## src/rtl/tune_port.sv

```systemverilog
module tune_port #(
  parameter int LATENCY = 8,
  parameter int VALW    = 16
) (
  input  logic        clk,
  input  logic        rst_n,
  input  logic        bus_wr,
  input  logic [1:0]  bus_addr,
  input  logic [31:0] bus_wdata,
  output logic [31:0] bus_rdata
);
  localparam int NPRM = 5;
  localparam int SELW = 24;
  localparam int CW   = (LATENCY > 1) ? $clog2(LATENCY) : 1;
  localparam logic [1:0] A_SEL = 2'd0, A_DATA = 2'd1, A_STAT = 2'd2;
  localparam logic [2:0] NONE = 3'd7;

  logic [SELW-1:0] sel_q;
  logic            busy_q, rd_op_q;
  logic [VALW-1:0] wval_q, res_q, hit_val;
  logic [CW-1:0]   cnt_q;
  logic [2:0]      idx_q;
  logic [VALW-1:0] prm_q [NPRM];

  function automatic logic [2:0] decode(input logic [SELW-1:0] s);
    case (s)
      {8'd3, 16'd4}: decode = 3'd0;
      {8'd4, 16'd4}: decode = 3'd1;
      {8'd5, 16'd4}: decode = 3'd2;
      {8'd6, 16'd5}: decode = 3'd3;
      {8'd7, 16'd5}: decode = 3'd4;
      default:       decode = NONE;
    endcase
  endfunction

  wire start = bus_wr && !busy_q && bus_addr == A_DATA;
  wire done  = busy_q && cnt_q == '0;

  always_comb begin
    hit_val = '0;
    for (int i = 0; i < NPRM; i++)
      if (idx_q == 3'(i)) hit_val = prm_q[i];
  end

  always_ff @(posedge clk) begin
    if (!rst_n) begin
      sel_q   <= '0;
      busy_q  <= 1'b0;
      rd_op_q <= 1'b0;
      wval_q  <= '0;
      res_q   <= '0;
      cnt_q   <= '0;
      idx_q   <= NONE;
      for (int i = 0; i < NPRM; i++) prm_q[i] <= '0;
    end else begin
      if (bus_wr && !busy_q && bus_addr == A_SEL) sel_q <= bus_wdata[SELW-1:0];
      if (start) begin
        busy_q  <= 1'b1;
        cnt_q   <= CW'(LATENCY - 1);
        rd_op_q <= &bus_wdata;
        wval_q  <= bus_wdata[VALW-1:0];
        idx_q   <= decode(sel_q);
      end else if (busy_q) begin
        if (done) busy_q <= 1'b0;
        else      cnt_q  <= cnt_q - 1'b1;
      end
      if (done && rd_op_q) res_q <= hit_val;
      for (int i = 0; i < NPRM; i++)
        if (done && !rd_op_q && idx_q == 3'(i)) prm_q[i] <= wval_q;
    end
  end

  always_comb begin
    case (bus_addr)
      A_SEL:   bus_rdata = 32'(sel_q);
      A_DATA:  bus_rdata = 32'(res_q);
      A_STAT:  bus_rdata = {31'd0, busy_q};
      default: bus_rdata = '0;
    endcase
  end
endmodule

```

## config.mk

```make
export PLATFORM = sky130hd
export DESIGN_NAME = tune_port
export DESIGN_NICKNAME = d
export VERILOG_FILES = /design/src/rtl/tune_port.sv
export SDC_FILE = /design/constraint.sdc
export NUM_CORES = 1
export LEC_CHECK = 0
export ABC_AREA = 1
export BUFFER_PORTS_ARGS = -buffer_cell sky130_fd_sc_hd__buf_2
export CAP_MARGIN = 5
export CORE_MARGIN = 2
export CORE_UTILIZATION = 58
export CTS_CLUSTER_DIAMETER = 200
export DETAILED_ROUTE_END_ITERATION = 16
export PLACE_DENSITY = 0.78
export SLEW_MARGIN = 5
export SYNTH_ARGS = -nofsm -noshare
export SYNTH_HDL_FRONTEND = slang
export SYNTH_SLANG_ARGS = --single-unit
```

## constraint.sdc

```tcl
create_clock -name clk -period 3.2 [get_ports clk]
set_input_delay 0 -clock clk [delete_from_list [all_inputs] [get_ports clk]]
set_output_delay 0 -clock clk [all_outputs]
set_load 0.05 [all_outputs]
```

==> Yosys cells after proc, flatten, opt, wreduce, memory -nomap -nowiden <==
Memories as Yosys holds them, arrays and structs flattened.
Index checks and enable logic that the tools add are counted.
{ "word_totals": {"register_bits": 64, "ram_bits": 80, "output_inout_bits": 32, "n_memories": 1} }
{ "op_classes": {"addsub": 1, "n_eq_ne": 12, "mux": 34, "bitwise": 5, "n_reduce_logical": 19} }
{ "mem_list": {"columns": ["memory", "words", "width", "read_ports", "rd_clocked_by_memory_dff", "write_ports", "line_no", "source"], "rows": [
  ["prm_q", 5, 16, 5, 0, 5, "23", "logic [VALW-1:0] prm_q [NPRM];"]
]} }
{ "ops": {"columns": ["op", "count"], "rows": [
  ["16-bit 2-to-1 mux", 10],
  ["24-bit by 19-bit == test with 1-bit output, second input constant", 4],
  ["24-bit one-hot mux with 3 select lines", 1],
  ["32-bit AND reduction", 1],
  ["24-bit by 18-bit == test with 1-bit output, second input constant", 1],
  ["1-bit 2-to-1 mux", 19],
  ["3-bit one-hot mux with 5 select lines", 1],
  ["1-bit logical AND", 11],
  ["3-bit 2-to-1 mux", 3],
  ["3-bit by 2-bit == test with 1-bit output, second input constant", 2],
  ["3-bit logical NOT", 2],
  ["1-bit bitwise OR", 5],
  ["3-bit by 1-bit == test with 1-bit output, second input constant", 1],
  ["3-bit == test, second input constant", 1],
  ["3-bit by 1-bit subtractor with 3-bit output, second input constant", 1],
  ["2-bit by 1-bit == test with 1-bit output, second input constant", 1],
  ["2-bit == test, second input constant", 1],
  ["1-bit logical NOT", 2],
  ["2-bit logical NOT", 1],
  ["2-bit != test, second input constant", 1],
  ["2-bit AND reduction", 1],
  ["2-bit nonzero test", 1]
]} }

==> Longest topological paths before layout <==
{ "logic_depth": {"word_depth": 8, "depth_mapped": 11, "depth_no_buf": 11} }

==> Worst setup path after synthesis <==
No wires, ideal clock.
{ "synth_path": {"path_kind": "register to register", "start": "register idx_q[0]", "end": "memory prm_q[4][0], in the netlist prm_q[0][64], enable pin", "setup_ns": 0.414, "t_arrival_ns": 2.290, "required_ns": 2.786, "path_slack_ns": 0.496, "stages_incl_launch_ff": 5, "path_buffers": 1, "cell_sequence": "dfxtp_1 nor2_2 nand2_1 clkbuf_1 o31ai_1"} }
{ "synth_lines": {"columns": ["item", "line_no", "source"], "rows": [
  ["start: declaration", "22", "logic [2:0] idx_q;"],
  ["start signal: assignment", "62", "idx_q <= decode(sel_q);"],
  ["end: declaration", "23", null]
]} }

==> Worst setup path after layout <==
{ "layout_path": {"start": "register busy_q", "end": "register sel_q[2]"} }
{ "layout_via": {"elab_chain_len": 3} }
{ "layout_lines": {"columns": ["item", "line_no", "source"], "rows": [
  ["start: declaration", "19", "logic busy_q, rd_op_q;"],
  ["start signal: assignment", "48", "busy_q <= 1'b0;"],
  ["start signal: assignment", "58", "busy_q <= 1'b1;"],
  ["start signal: assignment", "64", "if (done) busy_q <= 1'b0;"],
  ["1-bit logical NOT", "56", "if (bus_wr && !busy_q && bus_addr == A_SEL) sel_q <= bus_wdata[SELW-1:0];"],
  ["1-bit logical AND (2 in series)", "56", null],
  ["end signal: assignment", "56", null],
  ["end: declaration", "18", "logic [SELW-1:0] sel_q;"]
]} }
Every way passes these cells.
A chain may end at the register's enable or synchronous reset.

==> metrics <==
Setup crit start=busy_q$_SDFF_PN0_; CTS tree=done; area fraction of the dominant cell type after synthesis=39.14%; wire per inst=17.38 um; yosys warns=0; initial core utilization=59.72%; Die X=106.9 um; Routed Antenna Nets=0; Final Hold Fails=0; Sink Count=144; Final period util=91.71%; worst-margin pin slew=1.275 ns; Max-cap violations=0; vias in the first global route=5,137; GR Util All Layers=28.53%; global-route wire length before repair=24.69 mm; Reg clk slew, reported paths=0.06 ns; count of final setup violators=0; Largest stage delay, worst path=0.72 ns; DP Wirelength=9.337 mm; core area=0.01028 mm^2; Leak=2.941 nW; TritonRoute pass-1 iters=5; end point of the critical path=sel_q[2]$_SDFFE_PN0P_; sequential fraction of the synthesis area=60.02%; final wirelength=16.02 mm; dpl cell area=0.006500 mm^2; Reg2Reg Depth=6; total power draw=4.199 mW; CP Class=reg -> reg; global route overflow=0; clk buf depth=2; synthesized area=0.006137 mm^2; fmax=340.8 MHz; Bufs and invs on worst path=2; drt drc=0; Die Ht=106.9 um; worst-path cell chain=nor2_1 > nand2_1 > o21ai_0 > dlygate4sd3_1 > nor2_1 > dlygate4sd3_1; post-synthesis instance total=689; H-tree levels=4; cell taking the most area after synthesis=edfxtp_1; post-CTS sizing=0; worst r2r dst=sel_q[2]$_SDFFE_PN0P_; vias per inst=5.688; VDD IR max=421.7 uV; IO Port Bufs=60; fin crit period=2.935 ns; FF-to-FF Start=busy_q$_SDFF_PN0_; top cells by area, synth=edfxtp_1 39%, dfxtp_1 21%, nand2_1 6.5%, o21ai_0 5.9%, a21oi_1 5.4%; flops & latches, synth=144; Via Count=5,244; Max FO, Critical Path=44; Area growth syn-to-layout=20.27%; PD cells=568.9 mW/mm^2; Clock Skews=0.008464 ns; ant diodes=0; num rows=37; post-place setup slack=0.7628 ns; fin worst setup slack=0.2654 ns; Levels on crit path=6; max-slew violations=0; design area=0.007381 mm^2; initial drt markers=564; Die ar.=0.01142 mm^2; Clock Latency Late Sink=0.52 ns; count of cell types in the netlist=27; ratio of cells with drive above 1 in the final layout=13.74%; CP delay by family, top=buffers and inverters; register-to-register setup slack=0.27 ns; TNS Setup=0 ns; # nets final=812; RSZ-0062 raised after global routing=false; CP arrival=3.35 ns; worst path required time=3.61 ns; root buffer cell=clkbuf_8; Fill cells=698; status=complete, no violations; Hold Crit Class=in -> reg; Mean Syn Cell Area=8.907 um^2; Worst Setup Start Kind=flip-flop; largest net degree at the start of global routing=45; number of CTS-inserted buffers=17; initial antenna violation count=0; Crit. End Element=flip-flop; Rel. slew slack=14.82%; Crit-path slowest cell=nand2_1; routability cong.=0.8601; Top Ports=69
-- area by class of cell --
cell class | count | area [um^2] | area share [%]
flip-flops and latches | 144 | 3684 | 49.91
multi-input cells | 421 | 1956 | 26.50
repair buffers | 99 | 673.1 | 9.120
clock buffers | 23 | 490.5 | 6.645
inverters | 90 | 337.8 | 4.577
well taps | 136 | 170.2 | 2.305
clock inverters | 9 | 70.07 | 0.9493
-- tightest hold or removal path, delay by kind of cell --
kind / cells / cell delay (ns)
and+or+nand+nor: 4 / 0.31
buffers and inverters: 3 / 0.26
-- what timing repair did --
action	4_1_cts	5_1_grt
endpoints found under the hold margin	42	0
hold buffers	32	0
buffers inserted	0	0
-- logic make-up (layout without fill, tap and decap cells) --
| group | Yosys count | in the layout | synth area share [%] |
|---|---|---|---|
| AOI/OAI and AO/OA | 143 | 143 | 11.97 |
| DFF | 144 | 144 | 60.02 |
| buffers and inverters | 131 | 221 | 8.705 |
| other | 1 | 8 | 0.06110 |
| and+or+nand+nor | 268 | 268 | 18.84 |
| adders and majority gates | 2 | 2 | 0.4077 |
-- state kept, by name (all words and copies together) (netlist names) --
register,cells
idx_q,3
res_q,16
rd_op_q,1
sel_q,24
busy_q,1
wval_q,16
prm_q,80
cnt_q,3
-- through the flow --
stage | instances | util, % | hold WS, ns
3_3_place_gp | 858 | 63.25 | 0.3081
5_1_grt | 922 | 71.82 | 0.1689
2_1_floorplan | 696 | - | 0.1667
3_5_place_dp | 858 | 63.25 | 0.3074
6_report | 922 | 71.82 | 0.1103
4_1_cts | 922 | 71.82 | 0.09403
-- worst min-delay path by stage --
stage                       startpoint               endpoint  cells past startpoint
final                           bus_wr  idx_q[1]$_SDFFE_PN1P_                      7
after CTS                       bus_wr  idx_q[1]$_SDFFE_PN1P_                      7
after detailed placement  bus_wdata[2]  sel_q[2]$_SDFFE_PN0P_                      3
after global routing            bus_wr  idx_q[1]$_SDFFE_PN1P_                      7
after global placement    bus_wdata[2]  sel_q[2]$_SDFFE_PN0P_                      3
after floorplan           bus_wdata[2]  sel_q[2]$_SDFFE_PN0P_                      2
-- per-layer routing --
| layer | vias to the layer above | GRT usage [%] | share of wire [%] |
|---|---|---|---|
| met5 | - | 0 | 0 |
| met4 | 0 | 15.21 | 4.4 |
| met3 | 63 | 5.653 | 6.5 |
| met2 | 278 | 47.82 | 50 |
| met1 | 2452 | 34.88 | 40 |
| li1 | 2451 | - | - |
-- where the power goes --
part | switching, mW | internal (mW) | total, mW
Sequential | 0.0252 | 2.01 | 2.04
Clock | 0.765 | 1.08 | 1.84
Combinational | 0.221 | 0.0936 | 0.315
-- synth_stat cells (all sizes together) --
| library cell | instances |
|---|---|
| nand2 | 106 |
| inv | 90 |
| nor2 | 85 |
| edfxtp | 80 |
| o21ai | 72 |
| a21oi | 66 |
| dfxtp | 64 |
| nand3 | 46 |
| clkbuf | 26 |
| nand4 | 24 |
| buf | 15 |
| nor3 | 4 |
| ha | 2 |
| nand3b | 2 |
| o211ai | 2 |
| o31ai | 2 |
| a22o | 1 |
| conb | 1 |
| or2 | 1 |
-- layout by cell type (no fill, tap or decap), drive strengths merged --
| cell | synthesis | layout |
|---|---|---|
| a21oi | 66 | 66 |
| a22o | 1 | 1 |
| buf | 15 | 67 |
| clkbuf | 26 | 23 |
| clkinv | 0 | 2 |
| clkinvlp | 0 | 2 |
| conb | 1 | 8 |
| dfxtp | 64 | 64 |
| dlygate4sd3 | 0 | 32 |
| edfxtp | 80 | 80 |
| ha | 2 | 2 |
| inv | 90 | 95 |
| nand2 | 106 | 106 |
| nand3 | 46 | 46 |
| nand3b | 2 | 2 |
| nand4 | 24 | 24 |
| nor2 | 85 | 85 |
| nor3 | 4 | 4 |
| o211ai | 2 | 2 |
| o21ai | 72 | 72 |
| o31ai | 2 | 2 |
| or2 | 1 | 1 |
Note: power is estimated with default switching activity, not from simulation.
